[src/rtl/tag_gen_pkg.sv]
package tag_gen_pkg;
  localparam int TAG_W    = 4;
  localparam int NUM_TAGS = 1 << TAG_W;
  localparam int SEED_W   = 16;
  localparam int SEED_LSB = 8;
  localparam int STATE_W  = SEED_LSB + SEED_W;

  typedef enum logic {
    OP_RANDOM = 1'b0,
    OP_OFFSET = 1'b1
  } tag_op_e;
endpackage

[src/rtl/tag_lfsr.sv]
module tag_lfsr #(
  parameter int SEED_W = 16,
  parameter int STEPS  = 4
) (
  input  logic [SEED_W-1:0] seed_i,
  output logic [SEED_W-1:0] seed_o,
  output logic [STEPS-1:0]  step_o
);
  logic [SEED_W-1:0] chain [STEPS+1];

  assign chain[0] = seed_i;

  for (genvar g = 0; g < STEPS; g++) begin : g_step
    logic fb;
    assign fb           = chain[g][5] ^ chain[g][3] ^ chain[g][2] ^ chain[g][0];
    assign chain[g+1]   = {fb, chain[g][SEED_W-1:1]};
    assign step_o[g]    = fb;
  end

  assign seed_o = chain[STEPS];
endmodule

[src/rtl/tag_walker.sv]
module tag_walker
  import tag_gen_pkg::*;
(
  input  logic              clk_i,
  input  logic              rst_ni,
  input  logic              start_i,
  input  logic [TAG_W-1:0]  start_tag_i,
  input  logic [TAG_W-1:0]  steps_i,
  input  logic [NUM_TAGS-1:0] mask_i,
  output logic              busy_o,
  output logic              done_o,
  output logic [TAG_W-1:0]  tag_o
);
  localparam int MAX_WALK = NUM_TAGS * NUM_TAGS;
  localparam int CNT_W    = $clog2(MAX_WALK + 2);

  logic                busy_q, done_q, must_inc_q;
  logic [TAG_W-1:0]    tag_q, rem_q;
  logic [NUM_TAGS-1:0] mask_q;
  logic                all_excl;

  assign all_excl = &mask_q;

  always_ff @(posedge clk_i or negedge rst_ni) begin
    if (!rst_ni) begin
      busy_q     <= 1'b0;
      done_q     <= 1'b0;
      must_inc_q <= 1'b0;
      tag_q      <= '0;
      rem_q      <= '0;
      mask_q     <= '0;
    end else begin
      done_q <= 1'b0;
      if (start_i && !busy_q) begin
        busy_q     <= 1'b1;
        tag_q      <= start_tag_i;
        mask_q     <= mask_i;
        must_inc_q <= (steps_i != '0);
        rem_q      <= (steps_i == '0) ? '0 : steps_i - 1'b1;
      end else if (busy_q) begin
        if (all_excl) begin
          tag_q  <= '0;
          busy_q <= 1'b0;
          done_q <= 1'b1;
        end else if (must_inc_q || mask_q[tag_q]) begin
          tag_q      <= tag_q + 1'b1;
          must_inc_q <= 1'b0;
        end else if (rem_q == '0) begin
          busy_q <= 1'b0;
          done_q <= 1'b1;
        end else begin
          // landed on an allowed tag; next step begins with a forced increment
          rem_q <= rem_q - 1'b1;
          tag_q <= tag_q + 1'b1;
        end
      end
    end
  end

  assign busy_o = busy_q;
  assign done_o = done_q;
  assign tag_o  = tag_q;

  logic [CNT_W-1:0] walk_cnt_q;
  always_ff @(posedge clk_i or negedge rst_ni) begin
    if (!rst_ni)                    walk_cnt_q <= '0;
    else if (start_i && !busy_q)    walk_cnt_q <= '0;
    else if (busy_q)                walk_cnt_q <= walk_cnt_q + 1'b1;
  end

  p_walk_bound_r4: assert property (@(posedge clk_i) disable iff (!rst_ni)
    walk_cnt_q <= CNT_W'(MAX_WALK));

  p_land_allowed_r4: assert property (@(posedge clk_i) disable iff (!rst_ni)
    (done_q && !all_excl) |-> !mask_q[tag_q]);

  p_all_excl_zero_r2: assert property (@(posedge clk_i) disable iff (!rst_ni)
    (done_q && all_excl) |-> (tag_q == '0));

  p_done_pulse_r9: assert property (@(posedge clk_i) disable iff (!rst_ni)
    done_q |=> !done_q);
endmodule

[src/rtl/tag_ptr_adder.sv]
module tag_ptr_adder #(
  parameter int PTR_W = 64,
  parameter int OFS_W = 16
) (
  input  logic [PTR_W-1:0] ptr_i,
  input  logic [OFS_W-1:0] ofs_i,
  input  logic             add_en_i,
  output logic [PTR_W-1:0] sum_o
);
  logic [PTR_W-1:0] ofs_ext;
  assign ofs_ext = {{(PTR_W-OFS_W){ofs_i[OFS_W-1]}}, ofs_i};
  assign sum_o   = add_en_i ? ptr_i + ofs_ext : ptr_i;
endmodule

[src/rtl/tag_ptr_insert.sv]
module tag_ptr_insert #(
  parameter int PTR_W   = 64,
  parameter int TAG_W   = 4,
  parameter int TAG_LSB = 56
) (
  input  logic [PTR_W-1:0] ptr_i,
  input  logic [TAG_W-1:0] tag_i,
  output logic [PTR_W-1:0] ptr_o
);
  always_comb begin
    ptr_o = ptr_i;
    ptr_o[TAG_LSB +: TAG_W] = tag_i;
  end
endmodule

[src/rtl/alloc_tag_gen.sv]
module alloc_tag_gen
  import tag_gen_pkg::*;
#(
  parameter int PTR_W      = 64,
  parameter int ADDR_OFS_W = 16,
  parameter int TAG_LSB    = 56,
  parameter int LFSR_STEPS = TAG_W
) (
  input  logic                clk_i,
  input  logic                rst_ni,
  input  logic                req_valid_i,
  output logic                req_ready_o,
  input  logic                op_i,
  input  logic [PTR_W-1:0]    ptr_i,
  input  logic [15:0]         op_mask_i,
  input  logic [15:0]         ctl_mask_i,
  input  logic [ADDR_OFS_W-1:0] addr_ofs_i,
  input  logic [3:0]          tag_ofs_i,
  input  logic                state_we_i,
  input  logic [23:0]         state_wdata_i,
  output logic [23:0]         state_o,
  output logic                done_o,
  output logic [PTR_W-1:0]    result_o
);
  logic [STATE_W-1:0]  state_q;
  logic [SEED_W-1:0]   seed_nx, seed_nx_q;
  logic [TAG_W-1:0]    lfsr_steps, start_tag, steps, tag;
  logic [NUM_TAGS-1:0] mask;
  logic [PTR_W-1:0]    base_ptr, ptr_q;
  tag_op_e             op, op_q;
  logic                busy, done, accept, idle;

  assign op     = tag_op_e'(op_i);
  assign idle   = !busy && !done;
  assign accept = req_valid_i && idle;

  tag_lfsr #(.SEED_W(SEED_W), .STEPS(LFSR_STEPS)) u_lfsr (
    .seed_i (state_q[SEED_LSB +: SEED_W]),
    .seed_o (seed_nx),
    .step_o (lfsr_steps)
  );

  always_comb begin
    if (op == OP_OFFSET) begin
      start_tag = ptr_i[TAG_LSB +: TAG_W];
      steps     = tag_ofs_i;
      mask      = ctl_mask_i;
    end else begin
      start_tag = state_q[TAG_W-1:0];
      steps     = lfsr_steps;
      mask      = ctl_mask_i | op_mask_i;
    end
  end

  tag_walker u_walker (
    .clk_i       (clk_i),
    .rst_ni      (rst_ni),
    .start_i     (accept),
    .start_tag_i (start_tag),
    .steps_i     (steps),
    .mask_i      (mask),
    .busy_o      (busy),
    .done_o      (done),
    .tag_o       (tag)
  );

  tag_ptr_adder #(.PTR_W(PTR_W), .OFS_W(ADDR_OFS_W)) u_adder (
    .ptr_i    (ptr_i),
    .ofs_i    (addr_ofs_i),
    .add_en_i (op == OP_OFFSET),
    .sum_o    (base_ptr)
  );

  always_ff @(posedge clk_i or negedge rst_ni) begin
    if (!rst_ni) begin
      ptr_q     <= '0;
      op_q      <= OP_RANDOM;
      seed_nx_q <= '0;
    end else if (accept) begin
      ptr_q     <= base_ptr;
      op_q      <= op;
      seed_nx_q <= seed_nx;
    end
  end

  always_ff @(posedge clk_i or negedge rst_ni) begin
    if (!rst_ni)
      state_q <= '0;
    else if (done && op_q == OP_RANDOM)
      state_q <= {seed_nx_q, {(SEED_LSB-TAG_W){1'b0}}, tag};
    else if (state_we_i && idle)
      state_q <= state_wdata_i;
  end

  tag_ptr_insert #(.PTR_W(PTR_W), .TAG_W(TAG_W), .TAG_LSB(TAG_LSB)) u_insert (
    .ptr_i (ptr_q),
    .tag_i (tag),
    .ptr_o (result_o)
  );

  assign req_ready_o = idle;
  assign done_o      = done;
  assign state_o     = state_q;

  p_not_ready_done_r9: assert property (@(posedge clk_i) disable iff (!rst_ni)
    done_o |-> !req_ready_o);

  p_state_hold_r6: assert property (@(posedge clk_i) disable iff (!rst_ni)
    (!(done && op_q == OP_RANDOM) && !(state_we_i && req_ready_o)) |=> $stable(state_q));

  p_offset_state_r6: assert property (@(posedge clk_i) disable iff (!rst_ni)
    (done && op_q == OP_OFFSET) |=> $stable(state_q));
endmodule

[config.mk]
export PLATFORM = sky130hd
export DESIGN_NAME = alloc_tag_gen
export DESIGN_NICKNAME = d
export VERILOG_FILES = /design/src/rtl/tag_gen_pkg.sv /design/src/rtl/tag_lfsr.sv /design/src/rtl/tag_walker.sv /design/src/rtl/tag_ptr_adder.sv /design/src/rtl/tag_ptr_insert.sv /design/src/rtl/alloc_tag_gen.sv
export SDC_FILE = /design/constraint.sdc
export NUM_CORES = 1
export LEC_CHECK = 0
export BUFFER_PORTS_ARGS = -buffer_cell sky130_fd_sc_hd__buf_2
export CAP_MARGIN = 20
export CORE_MARGIN = 2
export CORE_UTILIZATION = 40
export CTS_CLUSTER_DIAMETER = 80
export CTS_CLUSTER_SIZE = 12
export DETAILED_ROUTE_END_ITERATION = 10
export PLACE_DENSITY_LB_ADDON = 0.3
export SYNTH_ARGS = -nofsm -noshare
export SYNTH_HDL_FRONTEND = slang
export SYNTH_HIERARCHICAL = 1
export SYNTH_SLANG_ARGS = --single-unit
[constraint.sdc]
create_clock -name clk_i -period 6 [get_ports clk_i]
set_clock_uncertainty 0.15 [all_clocks]
set_input_delay 0.3 -clock clk_i [delete_from_list [all_inputs] [get_ports clk_i]]
set_output_delay 0.3 -clock clk_i [all_outputs]
set_load 0.01 [all_outputs]
; ---- Word level (Yosys, flattened, before mapping)
; Cells that the tools add are included.
[totals]
ram_bits = 0
rom_bits = 0
mem_count = 0
latchBits = 0
in_bits = 145
ff_bits = 132
[classes]
mul = 0
n_mux = 33
order_cmp = 1
n_reduce_logical = 18
addsub = 4
n_shift = 0
n_bitwise = 14
div_mod_pow = 0
eq_ne = 4
[ops]
columns = cell, count
row1 = adder 64 bit, 1
row2 = two-way mux 64 bit, 1
row3 = two-way mux 4 bit, 13
row4 = two-way mux 24 bit, 2
row5 = two-way mux 16 bit, 1
row6 = bitwise OR 16 bit, 1
row7 = AND reduction 16 bit, 1
row8 = two-way mux 1 bit, 15
row9 = XOR 1 bit, 12
row10 = logical NOT 4 bit, 2
row11 = subtractor 4 x 1 -> 4 bit (second input constant), 2
row12 = != test 2 bit (second input constant), 3
row13 = nonzero test 2 bit, 3
row14 = logical AND 1 bit, 5
row15 = less-than comparator 4 x 5 -> 1 bit (second input constant), 1
row16 = adder 4 x 1 -> 4 bit (second input constant), 1
row17 = binary-select mux 1 bit (select 4 bit), 1
row18 = != test 4 x 2 -> 1 bit (second input constant), 1
row19 = AND reduction 4 bit, 1
row20 = nonzero test 4 bit, 1
row21 = AND reduction 3 bit, 1
row22 = logical NOT 1 bit, 2
row23 = AND reduction 2 bit, 1
row24 = logical OR 1 bit, 1
row25 = NOT 1 bit, 1

; ---- Longest topological paths before layout
[logic_depth]
depth_word = 7
depth_mapped = 13
ltp_nobuf = 13

; ---- By module
; Netlist, hierarchy kept.
[by_module_without_submodules]
columns = mod, cells_each, area_per_inst_um2, n_inst
row1 = alloc_tag_gen, 322, 4678.2, 1
row2 = tag_ptr_adder, 669, 4647.0, 1
row3 = tag_walker, 168, 1531.5, 1
row4 = tag_ptr_insert, 64, 480.5, 1
row5 = tag_lfsr, 30, 252.7, 1

; ---- Worst setup path after synthesis
; No wires, ideal clock.
[synth_timing]
path_kind = input port to flip-flop
from = input port ptr_i[0]
to = register ptr_q[62]
path_slack_ns = 2.639
setup_time_ns = 0.125
t_required_ns = 5.725
t_arrival_ns = 3.086
stages = 13
cell_sequence = ha_1 > fa_1 > a211o_1 > o211ai_1 > a2111o_1 > a21oi_2 > a31oi_1 > o22ai_1 > o21ai_0 > o31ai_1 > xor2_1 > mux2_2 > mux2_4
[synth_between]
elab_chain_cells = 2
[synth_rtl]
columns = element, line_no
row1 = start: declaration, alloc_tag_gen.sv:14  ; input logic [PTR_W-1:0] ptr_i,
row2 = adder 64 bit, tag_ptr_adder.sv:12  ; assign sum_o = add_en_i ? ptr_i + ofs_ext : ptr_i;
row3 = two-way mux 64 bit, tag_ptr_adder.sv:12
row4 = net base_ptr[62], alloc_tag_gen.sv:29  ; logic [PTR_W-1:0] base_ptr, ptr_q;
row5 = end signal: assignment, alloc_tag_gen.sv:80  ; ptr_q <= base_ptr;
row6 = end: declaration, alloc_tag_gen.sv:29
; The timed path passes the listed nets, and every way through them passes these cells.
; A chain may end at the register's enable or synchronous reset.

; ---- Final worst setup path
[layout_timing]
from = input port addr_ofs_i[15]
to = register ptr_q[62]
[layout_between]
elab_chain_cells = 2
[layout_rtl]
columns = element, line_no
row1 = start: declaration, alloc_tag_gen.sv:17  ; input logic [ADDR_OFS_W-1:0] addr_ofs_i,
row2 = adder 64 bit, tag_ptr_adder.sv:12
row3 = two-way mux 64 bit, tag_ptr_adder.sv:12
row4 = net base_ptr[62], alloc_tag_gen.sv:29
; The timed path passes the listed nets, and every way through them passes these cells.

==> summary.txt <==
Status
  • Status: complete, no violations

Drt
  • WL per Instance: around 17 µm
  • DRC violations left: 0
  • ANT nets after route: 0
  • First drt pass iteration count: 5
  • Via Count: 9437
  • Initial DRC count: 565
  • DRT Wirelength: 29800 µm
  • Number of vias per cell: 5.35

Critical path
  • Worst r2r src: u_walker/busy_o$_DFF_PN0_
  • Critical Path Sink Type: flop
  • Max FO, Critical Path: 29
  • Worst setup SP type: input port
  • Worst Path Required: approximately 6000 ps
  • Critical path class: input port to flop
  • Critical path startpoint: addr_ofs_i[15]
  • Critical path data arrival time: around 4300 ps

Pwr
  • Leakage power: 6.09 nW
  • Max IR drop VDD: 0.242 mV
  • Power density over the cells: approximately 390 mW/mm²

CTS
  • Clock Latency Late Sink: 420 ps
  • Root Buffer: clkbuf_16
  • Worst-path clk slew: 70 ps
  • Post-CTS setup buffer count: 0
  • CTS tree: done
  • Cts hold-fix bufs: 34
  • H-tree depth: 4
  • CTS Sinks: 128
  • Clock buffer depth: 2
  • TritonCTS buffer count: 17
  • # resized after CTS: 0

Timing
  • Worst slew pin tran: 1070 ps
  • Number of hold violations in the final report: 0
  • Crit share post-route: 68.6%
  • Slew Limit Fails: 0
  • Tmin final: a little over 4000 ps
  • Total negative slack: 0 ps
  • # setup viols final: 0
  • Fmax: 243 MHz
  • Max-slew headroom: around 28%
  • Unrepaired setup endpoints after global routing: no

Floorplanning
  • Die Wd: 172 µm
  • Total die area: between 0.02 and 0.03 mm²
  • Core Region: 0.0279 mm²
  • Site Rows: 61
  • Ports: between 200 and 250
  • Initial Util: 40.6%
  • Die height: ~170 µm

Place
  • Post-DP HPWL: 21800 µm
  • Final GP Congestion: 0.888
  • PortBufs: 234

GRT
  • Routing usage on met3: 3.09%
  • GRT overflow: 0
  • First-pass GRT wire length: 48000 µm
  • Initial antenna violation count: 1
  • Met1 Use GR: 27.9%
  • Grt peak-use layer: met2
  • GRT met2 Usage: 33.0%
  • Largest net degree at the start of global routing: 78
  • Total Routing Usage GR: 20.2%
  • Number of global-route vias before repair: 9384

Final layout
  • Core Util, Final: between 40% and 50%
  • Area Overhead vs Synth: 14.5%
  • Layout cells sized above 1: 30.4%
  • Most frequent cells in the layout: 232 x buf_2, 139 x nand2_1, 128 x dfrtp_1
  • Total Nets Final: 1584
  • Commonest non-fill, non-tap cell in the layout: buf_2
  • Filler cells: 2709

Logic synthesis
  • Post-Syn Nets: 1442
  • Syn avg cell area: slightly above 9 µm²
  • Post-Syn Instances: 1230
  • Cell area after synthesis: 0.0113 mm²
  • Yosys warns: 6

Hold path
  • Min-delay src: ctl_mask_i[10]
  • Tightest Hold Check Type: input port to flop

Flow run
  • Maxcap violations: 0
critical path: stages:
cell and delay, ps:
buf_2 460, buf_4 400, ha_1 360, nand2_1 180, nor2_1 70, a221oi_1 360
o221ai_1 190, a31oi_1 420, o22ai_1 260, o21ai_0 390, o31ai_1 150, xor2_1 150
mux2_2 270, mux2_4 250
flip-flops by register name (all words and copies together), names as in the netlist:
| signal | flops |
|---|---|
| u_walker/rem_q | 4 |
| u_walker/busy_o | 1 |
| seed_nx_q | 16 |
| u_walker/must_inc_q | 1 |
| state_o | 24 |
| u_walker/mask_q | 16 |
| u_walker/tag_o | 4 |
| op_q | 1 |
| u_walker/done_o | 1 |
| ptr_q | 60 |
metrics by stage:
step | setup WS [ps] | hold slack [ps] | cells | power (W) | area [µm²]
4_1_cts | 1950 | 4.67 | 1763 | 0.00512 | 13000
3_3_place_gp | 1630 | 189 | 1697 | 0.00395 | 12000
5_1_grt | 1690 | 18.4 | 1764 | 0.00544 | 13000
2_1_floorplan | 2700 | -146 | 1230 | 0.00378 | 11300
6_report | 1890 | 18.9 | 1764 | 0.00507 | 13000
3_5_place_dp | 1540 | 184 | 1697 | 0.00399 | 12000
metal layers:
metal / share of wire [%] / up-vias
met4: 1.3 / 0
met1: 49 / 4480
met5: 0 / -
met3: 4.4 / 17
met2: 46 / 271
li1: - / 4669
area by class of cell:
cell class,count,area (µm²),share of cell area (%)
Clock buffer,17,425,3.28
Inverter,24,90.1,0.695
Sequential cell,128,3200,24.7
Clock inverter,15,161,1.25
Multi-Input combinational cell,927,7040,54.3
Tap cell,378,473,3.65
Antenna cell,1,2.50,0.0193
Timing Repair Buffer,274,1570,12.1
final timing paths:
path	to	slack (ps)	depth (start not counted)
hold reg to reg	u_walker/mask_q[10]$_DFFE_PN0P_	350	2
hold / removal	u_walker/mask_q[10]$_DFFE_PN0P_	20	4
max in group asynchronous	ptr_q[48]$_DFFE_PN0P_	4140	3
min in group asynchronous	ptr_q[13]$_DFFE_PN0P_	280	2
setup / recovery	ptr_q[62]$_DFFE_PN0P_	1890	14
setup reg to reg	u_walker/tag_o[1]$_DFFE_PN0P_	2820	6
report_power, final:
part           switching [W]  internal, W
clock network       0.000479     0.000592
logic                0.00111      0.00123
registers           0.000356      0.00129
Note: power is estimated with default switching activity, not from simulation.
